<file path="src/rtl/alu8_pkg.sv">
package alu8_pkg;
  localparam int unsigned DW = 8;
  localparam int unsigned OW = 5;
  localparam int unsigned FW = 6;
  localparam int unsigned F_C = 0;
  localparam int unsigned F_Z = 1;
  localparam int unsigned F_N = 2;
  localparam int unsigned F_V = 3;
  localparam int unsigned F_S = 4;
  localparam int unsigned F_H = 5;

  typedef enum logic [OW-1:0] {
    OP_ADD = 5'd0, OP_ADC = 5'd1, OP_SUB = 5'd2, OP_SBC = 5'd3,
    OP_CP  = 5'd4, OP_CPC = 5'd5, OP_NEG = 5'd6, OP_COM = 5'd7,
    OP_INC = 5'd8, OP_DEC = 5'd9, OP_AND = 5'd10, OP_OR = 5'd11,
    OP_LSL = 5'd12, OP_LSR = 5'd13, OP_ROL = 5'd14, OP_ROR = 5'd15,
    OP_SWAP = 5'd16, OP_MOV = 5'd17, OP_CPSE = 5'd18
  } op_e;

  localparam logic [FW-1:0] M_ALL   = 6'b111111;
  localparam logic [FW-1:0] M_ZNVS  = 6'b011110;
  localparam logic [FW-1:0] M_CZNVS = 6'b011111;
  localparam logic [FW-1:0] M_NONE  = 6'b000000;
endpackage

</file>
<file path="src/rtl/alu8_arith.sv">
module alu8_arith
  import alu8_pkg::*;
(
  input  logic [DW-1:0] x_i,
  input  logic [DW-1:0] y_i,
  input  logic          cin_i,
  input  logic          sub_i,
  output logic [DW-1:0] r_o,
  output logic          c_o,
  output logic          h_o,
  output logic          v_o
);
  localparam int unsigned HB = DW / 2;

  logic [DW:0] full;
  logic [HB:0] half;

  always_comb begin
    if (sub_i) begin
      full = {1'b0, x_i} - {1'b0, y_i} - {{DW{1'b0}}, cin_i};
      half = {1'b0, x_i[HB-1:0]} - {1'b0, y_i[HB-1:0]} - {{HB{1'b0}}, cin_i};
    end else begin
      full = {1'b0, x_i} + {1'b0, y_i} + {{DW{1'b0}}, cin_i};
      half = {1'b0, x_i[HB-1:0]} + {1'b0, y_i[HB-1:0]} + {{HB{1'b0}}, cin_i};
    end
    r_o = full[DW-1:0];
    c_o = full[DW];
    h_o = half[HB];
    // signed overflow: sub flips the sign-agreement test on y
    v_o = ((x_i[DW-1] ^ y_i[DW-1]) == sub_i) && (full[DW-1] != x_i[DW-1]);
  end
endmodule

</file>
<file path="src/rtl/alu8_logic.sv">
module alu8_logic
  import alu8_pkg::*;
(
  input  op_e           op_i,
  input  logic [DW-1:0] a_i,
  input  logic [DW-1:0] b_i,
  input  logic          cin_i,
  output logic [DW-1:0] r_o,
  output logic          c_o,
  output logic          v_o
);
  localparam int unsigned HB = DW / 2;

  always_comb begin
    r_o = a_i;
    c_o = cin_i;
    unique case (op_i)
      OP_COM:  begin r_o = ~a_i;  c_o = 1'b1; end
      OP_AND:  r_o = a_i & b_i;
      OP_OR:   r_o = a_i | b_i;
      OP_LSL:  begin r_o = {a_i[DW-2:0], 1'b0};  c_o = a_i[DW-1]; end
      OP_LSR:  begin r_o = {1'b0, a_i[DW-1:1]};  c_o = a_i[0]; end
      OP_ROL:  begin r_o = {a_i[DW-2:0], cin_i}; c_o = a_i[DW-1]; end
      OP_ROR:  begin r_o = {cin_i, a_i[DW-1:1]}; c_o = a_i[0]; end
      OP_SWAP: r_o = {a_i[HB-1:0], a_i[DW-1:HB]};
      OP_MOV:  r_o = b_i;
      default: ;
    endcase
    unique case (op_i)
      OP_LSL, OP_LSR, OP_ROL, OP_ROR: v_o = r_o[DW-1] ^ c_o;
      default:                        v_o = 1'b0;
    endcase
  end
endmodule

</file>
<file path="src/rtl/alu8_flag_reg.sv">
module alu8_flag_reg
  import alu8_pkg::*;
(
  input  logic          clk_i,
  input  logic          rst_ni,
  input  logic          we_i,
  input  logic [FW-1:0] mask_i,
  input  logic [FW-1:0] nxt_i,
  output logic [FW-1:0] q_o
);
  for (genvar k = 0; k < FW; k++) begin : g_bit
    always_ff @(posedge clk_i or negedge rst_ni) begin
      if (!rst_ni)                 q_o[k] <= 1'b0;
      else if (we_i && mask_i[k])  q_o[k] <= nxt_i[k];
    end

    // unmasked bits hold
    p_unmasked_hold_r1: assert property (@(posedge clk_i) disable iff (!rst_ni)
      !(we_i && mask_i[k]) |=> $stable(q_o[k]));
  end
endmodule

</file>
<file path="src/rtl/alu8_flags.sv">
module alu8_flags
  import alu8_pkg::*;
(
  input  logic          clk_i,
  input  logic          rst_ni,
  input  logic [OW-1:0] op_i,
  input  logic [DW-1:0] a_i,
  input  logic [DW-1:0] b_i,
  input  logic          flag_we_i,
  output logic [DW-1:0] result_o,
  output logic          result_we_o,
  output logic          equal_o,
  output logic [FW-1:0] flags_o
);
  op_e           op;
  logic [DW-1:0] ax, ay, ar, lr;
  logic          acin, asub, ac, ah, av, lc, lv;
  logic          use_arith, sticky_z;
  logic [FW-1:0] mask, nxt;
  logic          c_q, z_q;
  logic          n_n, v_n, z_n;

  assign op  = op_e'(op_i);
  assign c_q = flags_o[F_C];
  assign z_q = flags_o[F_Z];

  always_comb begin
    ax = a_i; ay = b_i; acin = 1'b0; asub = 1'b0;
    use_arith = 1'b1; sticky_z = 1'b0;
    mask = M_NONE; result_we_o = 1'b1;
    unique case (op)
      OP_ADD:  mask = M_ALL;
      OP_ADC:  begin acin = c_q; mask = M_ALL; end
      OP_SUB:  begin asub = 1'b1; mask = M_ALL; end
      OP_SBC:  begin asub = 1'b1; acin = c_q; sticky_z = 1'b1; mask = M_ALL; end
      OP_CP:   begin asub = 1'b1; mask = M_ALL; result_we_o = 1'b0; end
      OP_CPC:  begin asub = 1'b1; acin = c_q; sticky_z = 1'b1; mask = M_ALL;
                     result_we_o = 1'b0; end
      OP_NEG:  begin asub = 1'b1; ax = '0; ay = a_i; mask = M_ALL; end
      OP_INC:  begin ay = DW'(1); mask = M_ZNVS; end
      OP_DEC:  begin asub = 1'b1; ay = DW'(1); mask = M_ZNVS; end
      OP_COM, OP_LSL, OP_LSR, OP_ROL, OP_ROR:
               begin use_arith = 1'b0; mask = M_CZNVS; end
      OP_AND, OP_OR:
               begin use_arith = 1'b0; mask = M_ZNVS; end
      OP_SWAP, OP_MOV:
               use_arith = 1'b0;
      default: begin use_arith = 1'b0; result_we_o = 1'b0; end
    endcase
  end

  alu8_arith u_arith (
    .x_i(ax), .y_i(ay), .cin_i(acin), .sub_i(asub),
    .r_o(ar), .c_o(ac), .h_o(ah), .v_o(av)
  );

  alu8_logic u_logic (
    .op_i(op), .a_i(a_i), .b_i(b_i), .cin_i(c_q),
    .r_o(lr), .c_o(lc), .v_o(lv)
  );

  assign result_o = use_arith ? ar : lr;
  assign equal_o  = (op == OP_CPSE) && (a_i == b_i);

  always_comb begin
    n_n = result_o[DW-1];
    v_n = use_arith ? av : lv;
    z_n = (result_o == '0) && (!sticky_z || z_q);
    nxt = '0;
    nxt[F_C] = use_arith ? ac : lc;
    nxt[F_Z] = z_n;
    nxt[F_N] = n_n;
    nxt[F_V] = v_n;
    nxt[F_S] = n_n ^ v_n;
    nxt[F_H] = ah;
  end

  alu8_flag_reg u_freg (
    .clk_i(clk_i), .rst_ni(rst_ni), .we_i(flag_we_i),
    .mask_i(mask), .nxt_i(nxt), .q_o(flags_o)
  );

  // S stays consistent with N and V
  p_sign_xor_r13: assert property (@(posedge clk_i) disable iff (!rst_ni)
    flags_o[F_S] == (flags_o[F_N] ^ flags_o[F_V]));
  // complement forces carry
  p_com_carry_r8: assert property (@(posedge clk_i) disable iff (!rst_ni)
    (flag_we_i && op_i == OP_COM) |=> flags_o[F_C]);
  // inc/dec keep carry
  p_incdec_carry_r9: assert property (@(posedge clk_i) disable iff (!rst_ni)
    (op_i == OP_INC || op_i == OP_DEC) |=> $stable(flags_o[F_C]));
  // borrow-chained zero never set
  p_sticky_zero_r4: assert property (@(posedge clk_i) disable iff (!rst_ni)
    ((op_i == OP_SBC || op_i == OP_CPC) && !flags_o[F_Z]) |=> !flags_o[F_Z]);
  // compares never write back
  p_cmp_nowrite_r5: assert property (@(posedge clk_i) disable iff (!rst_ni)
    (op_i == OP_CP || op_i == OP_CPC || op_i == OP_CPSE) |-> !result_we_o);
  // flag-neutral ops
  p_neutral_r12: assert property (@(posedge clk_i) disable iff (!rst_ni)
    (op_i == OP_SWAP || op_i == OP_MOV || op_i == OP_CPSE) |=> $stable(flags_o));
  // equality strobe only for compare-and-skip
  p_equal_only_cpse_r6: assert property (@(posedge clk_i) disable iff (!rst_ni)
    equal_o |-> (op_i == OP_CPSE && a_i == b_i));
endmodule

</file>
<file path="config.mk">
export PLATFORM = sky130hd
export DESIGN_NAME = alu8_flags
export DESIGN_NICKNAME = d
export VERILOG_FILES = /design/src/rtl/alu8_pkg.sv /design/src/rtl/alu8_arith.sv /design/src/rtl/alu8_logic.sv /design/src/rtl/alu8_flag_reg.sv /design/src/rtl/alu8_flags.sv
export SDC_FILE = /design/constraint.sdc
export NUM_CORES = 1
export LEC_CHECK = 0
export ABC_CLOCK_PERIOD_IN_PS = 8500
export BUFFER_PORTS_ARGS = -buffer_cell sky130_fd_sc_hd__buf_2
export CAP_MARGIN = 20
export CORE_MARGIN = 10
export CORE_UTILIZATION = 35
export CTS_BUF_LIST = sky130_fd_sc_hd__clkbuf_16
export DETAILED_ROUTE_END_ITERATION = 12
export HOLD_SLACK_MARGIN = 0.02
export PLACE_DENSITY = 0.63
export REMOVE_ABC_BUFFERS = 1
export SYNTH_ARGS = -nofsm -noshare
export SYNTH_HDL_FRONTEND = slang
export SYNTH_SLANG_ARGS = --single-unit
</file>
<file path="constraint.sdc">
create_clock -name clk_i -period 8.5 [get_ports clk_i]
set_input_delay 0.425 -clock clk_i [delete_from_list [all_inputs] [get_ports clk_i]]
set_output_delay 0.425 -clock clk_i [all_outputs]
set_load 0.01 [all_outputs]
</file>
## After elaboration in Yosys (flattened, before gate mapping)

Index checks and enable logic that the tools add are counted.

- Bits in registers: 6
- Bits of input ports: 24
- Output and inout bits: 16
- Logic and storage cells: 82

- $add $sub $neg: 8
- Equal/unequal tests: 21
- Mux-type cells: 16
- Bitwise logic cells: 6
- Reduce and logical (&&, ||, !) cells: 25

Operator list:

| operator | count |
|---|---|
| case mux 8 bit (9 select lines) | 1 |
| equality test 5 x 4 -> 1 bit, second input constant | 8 |
| equality test 5 x 3 -> 1 bit, second input constant | 4 |
| case mux 6 bit (3 select lines) | 1 |
| 2-to-1 mux 8 bit | 2 |
| case mux 8 bit (2 select lines) | 1 |
| OR reduction 16 bit | 1 |
| equality test 5 bit, second input constant | 3 |
| equality test 5 x 2 -> 1 bit, second input constant | 2 |
| adder 8 x 8 -> 9 bit | 1 |
| adder 9 x 1 -> 9 bit | 1 |
| logical AND 1 bit | 9 |
| 2-to-1 mux 9 bit | 1 |
| OR reduction 9 bit | 1 |
| subtractor 8 x 8 -> 9 bit | 1 |
| subtractor 9 x 1 -> 9 bit | 1 |
| AND 8 bit | 1 |
| equality test 8 bit | 1 |
| logical NOT 8 bit | 1 |
| 2-to-1 mux 1 bit | 8 |
| inverter 8 bit | 1 |
| bitwise OR 8 bit | 1 |
| OR reduction 2 bit | 4 |
| OR reduction 4 bit | 2 |
| other kinds (17) | 19 |

## Depth between registers and ports, before layout

- Depth after elaboration: 10
- Depth in mapped cells: 17
- Depth with buffers taken out: 15

## Hierarchy

A second synthesis with hierarchy kept.

- Cell total of the unflattened synthesis: 314
- Area total of the unflattened synthesis: 2,483.6 um^2

Modules (own cells, without submodules):

| module | instances | cells each | area each (um^2) | sequential area each (um^2) |
|---|---|---|---|---|
| alu8_arith | 1 | 134 | 996.0 | 0.0 |
| alu8_flags | 1 | 83 | 644.4 | 0.0 |
| alu8_logic | 1 | 79 | 580.6 | 0.0 |
| alu8_flag_reg | 1 | 18 | 262.8 | 150.1 |

## Worst setup path after synthesis

Ideal clock, no wire load.

- Kind: input to output
- From: input op_i[1]
- To: output result_o[7]
- Arrival time: 3,562 ps
- Required time: 8,075 ps
- Slack: 4,513 ps
- Stages: 15
- Path buffers: 3
- Cells stage by stage: buf_2 -> nor3b_2 -> and2_1 -> clkbuf_1 -> o211ai_1 -> fa_1 -> inv_1 -> ha_1 -> a211oi_1 -> a31oi_1 -> a21oi_1 -> o21ai_1 -> xor2_1 -> a221o_1 -> buf_4

- Word-level cells in the longest chain between the ends: 7
- Elaborated cells on any way between the ends: 34
- Classes of those cells: add/sub (4); eq/ne (17); mux (8); reduce/logical (5)

RTL lines:

| item | RTL line | source |
|---|---|---|
| start, declared | alu8_flags.sv:6 | `input logic [OW-1:0] op_i,` |
| equality test 5 x 4 -> 1 bit | alu8_flags.sv:31 | `unique case (op)` |
| OR reduction 2 bit (no source line) | -- |  |
| case mux 8 bit (2 select lines) | alu8_flags.sv:31 |  |
| adder 8 x 8 -> 9 bit / subtractor 8 x 8 -> 9 bit (equally long branches) | alu8_arith.sv:23, alu8_arith.sv:20 |  |
| adder 9 x 1 -> 9 bit / subtractor 9 x 1 -> 9 bit (equally long branches) | alu8_arith.sv:23, alu8_arith.sv:20 |  |
| 2-to-1 mux 9 bit | alu8_arith.sv:19 | `if (sub_i) begin` |
| 2-to-1 mux 8 bit (*) | alu8_flags.sv:62 | `assign result_o = use_arith ? ar : lr;` |
| end, declared | alu8_flags.sv:10 | `output logic [DW-1:0] result_o,` |

Every way passes the cells marked *; elsewhere a longest branch is shown, timed or not.

## Worst setup path in the final report

- From: input op_i[0]
- To: output result_o[5]

The elaborated chain is that of the path after synthesis.

==> metrics.md <==
| Metric | Value |
|---|---|
| Post-Syn Instances | roughly 340 |
| Total gr overflow | 0 |
| Final worst path period share | a little under three fifths |
| Asr flop ratio synth | 100% |
| Internal cell power | between 0.15 and 0.2 mW |
| Share of cells above drive strength 1 | approximately 16% |
| CP bufs+invs | 4 |
| Die area | between 10,000 and 15,000 µm² |
| Wire per inst | 17.1 µm |
| P_sw | roughly 0.14 mW |
| Critical Path, Cell by Cell | buf_2 > nor2b_1 > nand2_1 > nand2_1 > fa_1 > inv_1 > ha_1 > a211oi_1 > a31oi_1 > a21oi_1 > inv_1 > a21oi_1 > xor2_1 > a221oi_1 > buf_2 |
| Power density over cell area | between 100 and 150 nW/µm² |
| Clk_lat worst skew | around 230 ps |
| Yosys top cell area share | between 10% and 20% |
| Largest family of logic cells by synthesized area | compound AO/OA/AOI/OAI gates |
| Setup bufs post-CTS | 0 |
| Area grow syn2layout | 12.6% |
| Setup TNS Final | 0 ps |
| Initial DRC Count | roughly 190 |
| HP Class | reg -> reg |
| Max reg flops | 6 |
| Post-DP Area | around 2700 µm² |
| Maximum clock insertion buffer count | 2 |
| YS warnings | 0 |
| Slew @ Worst Pin | 1000 ps |
| Worst path max stage delay | around 530 ps |
| I/O Pins | 40 |
| Final WL | roughly 8000 µm |
| Most flops, register | u_freg.q_o |
| All-Layer GR Usage | between 10 and 15% |
| Sequential share of power | 12.8% |
| Clock network fraction of design power | 24.7% |
| Root buf cell | clkbuf_16 |
| Post-synth cell types | 66 |
| Max Cap Viol | 0 |
| EDFF count, synth | 0 |
| Num rows | 30 |
| Clk_skew | ~2.8 ps |
| Max VDD drop | 44.8 µV |
| Grt met2 use | approximately a quarter |
| Kind of critical path | in -> out |
| Worst hold slack | 472 ps |
| Initial Util | roughly 36% |
| Fin nets | about 430 |
| Yosys reg bits | 6 |
| Largest net degree at the start of global routing | 31 |
| Layout filler cell count | 735 |
| Global-route wire length before repair | 13,300 µm |
| Crit-path max FO | 30 |
| Crit path launch type | primary input |
| Synth area leaders | ha_1 (18%), inv_1 (6.4%), dfrtp_1 (6.1%) |
| Post-synthesis mux area share | 5.35% |
| GR Util met1 | 19.0% |
| Switching Share | between 40% and 50% |
| Regs by FF count | u_freg.q_o (6) |
| Post-synthesis compound-gate area fraction | between 20% and 30% |
| Worst Path Required | 8080 ps |
| Register area | roughly 150 µm² |
| Hpwl dp | roughly 6600 µm |
| Status | complete, no violations |
| Synth Flop Type | dfrtp_1 |
| Vias in the first global route | 2,556 |
| Rel. slew slack | 32.6% |
| GPL Wtd Cong | about 0.95 |
| Critical path's slowest cell | a221oi_1 |
| Ant. Diodes | 0 |
| Gr busiest metal | met2 |
| Crit path DAT | 4250 ps |
| Via/cell ratio | 5.63 |
| Initial antenna violation count | 0 |
| Residual DRC | 0 |
| Horiz. Die Dim | about 100 µm |
| Clock-pin transition on the worst setup and hold timing paths | about 30 ps |
| FMAX | ~210 MHz |
| Final instance area | around 2800 µm² |
| Biggest area consumer among synthesized cells | ha_1 |
| DR vias | 2,619 |
| Sequential area share after synthesis | 6.05% |
| Footprint of the multi-input gates | 2080 µm² |
| Synthesized area | about 2500 µm² |
| Final Hold Viols | 0 |
| Sink Count | 6 |
| TritonRoute pass-1 iters | 5 |
| Core area | around 7000 µm² |
| Combinational Power Share | 62.5% |
| XOR/XNOR share of the synthesized area | under 10% |
| Die Span Y | about 100 µm |
| Post-Synth Adder-Cell Area | between 20% and 30% |
| IO Port Bufs | 39 |
| CTS tree | built |
| Delay-heaviest family, CP | compound AO/OA/AOI/OAI gates |
| Leakage | approximately 1.3 nW |
| CTS Buf Count | 3 |
| CTS H-Tree Depth | 1 |
| RSZ-0062 raised after global routing | no |
| Remaining antenna violation count | 0 |
| Syn_area_per_cell | just over 7 µm² |
| Count of final setup violators | 0 |
| CP endpoint kind | primary output |
| Met3 usage | about 2.1% |
| Slew Limit Fails | 0 |
| Post-layout minimum cycle time | 4680 ps |
| Post-synthesis simple-gate area fraction | 23.1% |
[worst paths after layout]
kind	startpoint	slack, ps	depth (start not counted)	to
max	op_i[0]	3820	15	result_o[5]
min	u_freg.q_o[3]$_DFFE_PN0P_	470	2	u_freg.q_o[3]$_DFFE_PN0P_
max reg2reg	u_freg.q_o[0]$_DFFE_PN0P_	5090	12	u_freg.q_o[1]$_DFFE_PN0P_
min reg2reg	u_freg.q_o[3]$_DFFE_PN0P_	470	2	u_freg.q_o[3]$_DFFE_PN0P_
max in group asynchronous	rst_ni	7800	2	u_freg.q_o[3]$_DFFE_PN0P_
min in group asynchronous	rst_ni	560	2	u_freg.q_o[0]$_DFFE_PN0P_
[per-layer routing]
metal	up-vias	wire length (µm)
met5	-	0
met4	0	110
met1	1248	3590
li1	1294	-
met2	66	3790
met3	11	452
[Yosys cell counts, types with 4 or more instances]
library cell	count
nor2_1	29
nand4b_1	4
inv_1	42
fa_1	4
a21o_1	6
xor2_1	8
dfrtp_1	6
o22ai_1	4
a21oi_1	17
ha_1	35
buf_2	7
a31oi_1	6
xnor2_1	6
nor3b_1	4
clkbuf_1	7
nor3_1	6
o21ai_0	19
o211ai_1	9
a211oi_1	6
mux2i_1	11
nand2_1	26
nand3_1	12
[timing repair]
item / CTS / global route
hold endpoints to repair: 3 / 0
gates resized for setup: 0 / 0
hold buffers: 1 / 0
[placed cells by master, fill, tap and decap left out, types with 3 or more instances in the layout]
| cell | count |
|---|---|
| o22ai_1 | 4 |
| fa_1 | 4 |
| dfrtp_1 | 6 |
| nand2b_1 | 3 |
| nand3_1 | 12 |
| clkbuf_16 | 3 |
| nor2_1 | 29 |
| xor2_1 | 8 |
| nor3b_1 | 4 |
| ha_1 | 35 |
| a21o_1 | 6 |
| nor3_1 | 6 |
| o211ai_1 | 9 |
| o21ai_1 | 3 |
| o221ai_1 | 3 |
| xnor2_1 | 6 |
| nand4_1 | 3 |
| a31oi_1 | 6 |
| mux2i_1 | 11 |
| buf_2 | 39 |
| and3_1 | 3 |
| a21oi_1 | 17 |
| nand4b_1 | 4 |
| o21ai_0 | 19 |
| inv_1 | 42 |
| a211oi_1 | 6 |
| nor2b_1 | 3 |
| nand2_1 | 26 |
[cell type report]
class,count,share of cell area (%)
multi-input cells,276,74.4
repair buffers,40,7.34
inverters,44,5.91
flip-flops and latches,6,5.37
well taps,96,4.30
clock buffers,3,2.69
[worst reg2reg max path, stage by stage (launching register included)]
cell,delay (ps)
dfrtp_1,450
nand4b_1,140
a21oi_1,350
fa_1,300
inv_1,60
ha_1,270
a211oi_1,310
a31oi_1,100
a21oi_1,250
o21ai_1,140
xor2_1,160
a221o_1,430
o41ai_2,360
[metrics by stage]
stage | instances | util [%] | setup slack, ps | power [mW]
2_1_floorplan | 326 | - | 4790 | 0.165
3_3_place_gp | 461 | 39.7 | 3980 | 0.228
3_5_place_dp | 461 | 39.7 | 3900 | 0.231
4_1_cts | 465 | 40.9 | 3880 | 0.309
5_1_grt | 465 | 40.9 | 3560 | 0.333
6_report | 465 | 40.9 | 3820 | 0.308
[logic make-up after synthesis]
| logic type | Yosys count |
|---|---|
| AO/OA/AOI/OAI | 100 |
| XOR/XNOR | 14 |
| adder cells (fa/ha/maj) | 39 |
| buffers and inverters | 62 |
| flip-flops | 6 |
| multiplexers | 13 |
| AND/OR/NAND/NOR | 110 |
[power by group through the flow]
stage | sequential (mW) | clock (mW) | combinational (mW)
after floorplan | 0.0418 | 0 | 0.123
after global placement | 0.0394 | 0 | 0.189
after detailed placement | 0.0398 | 0 | 0.191
after CTS | 0.0395 | 0.0773 | 0.192
after global routing | 0.0407 | 0.0786 | 0.214
final | 0.0394 | 0.0761 | 0.192
(Power assumes the default switching activity.)
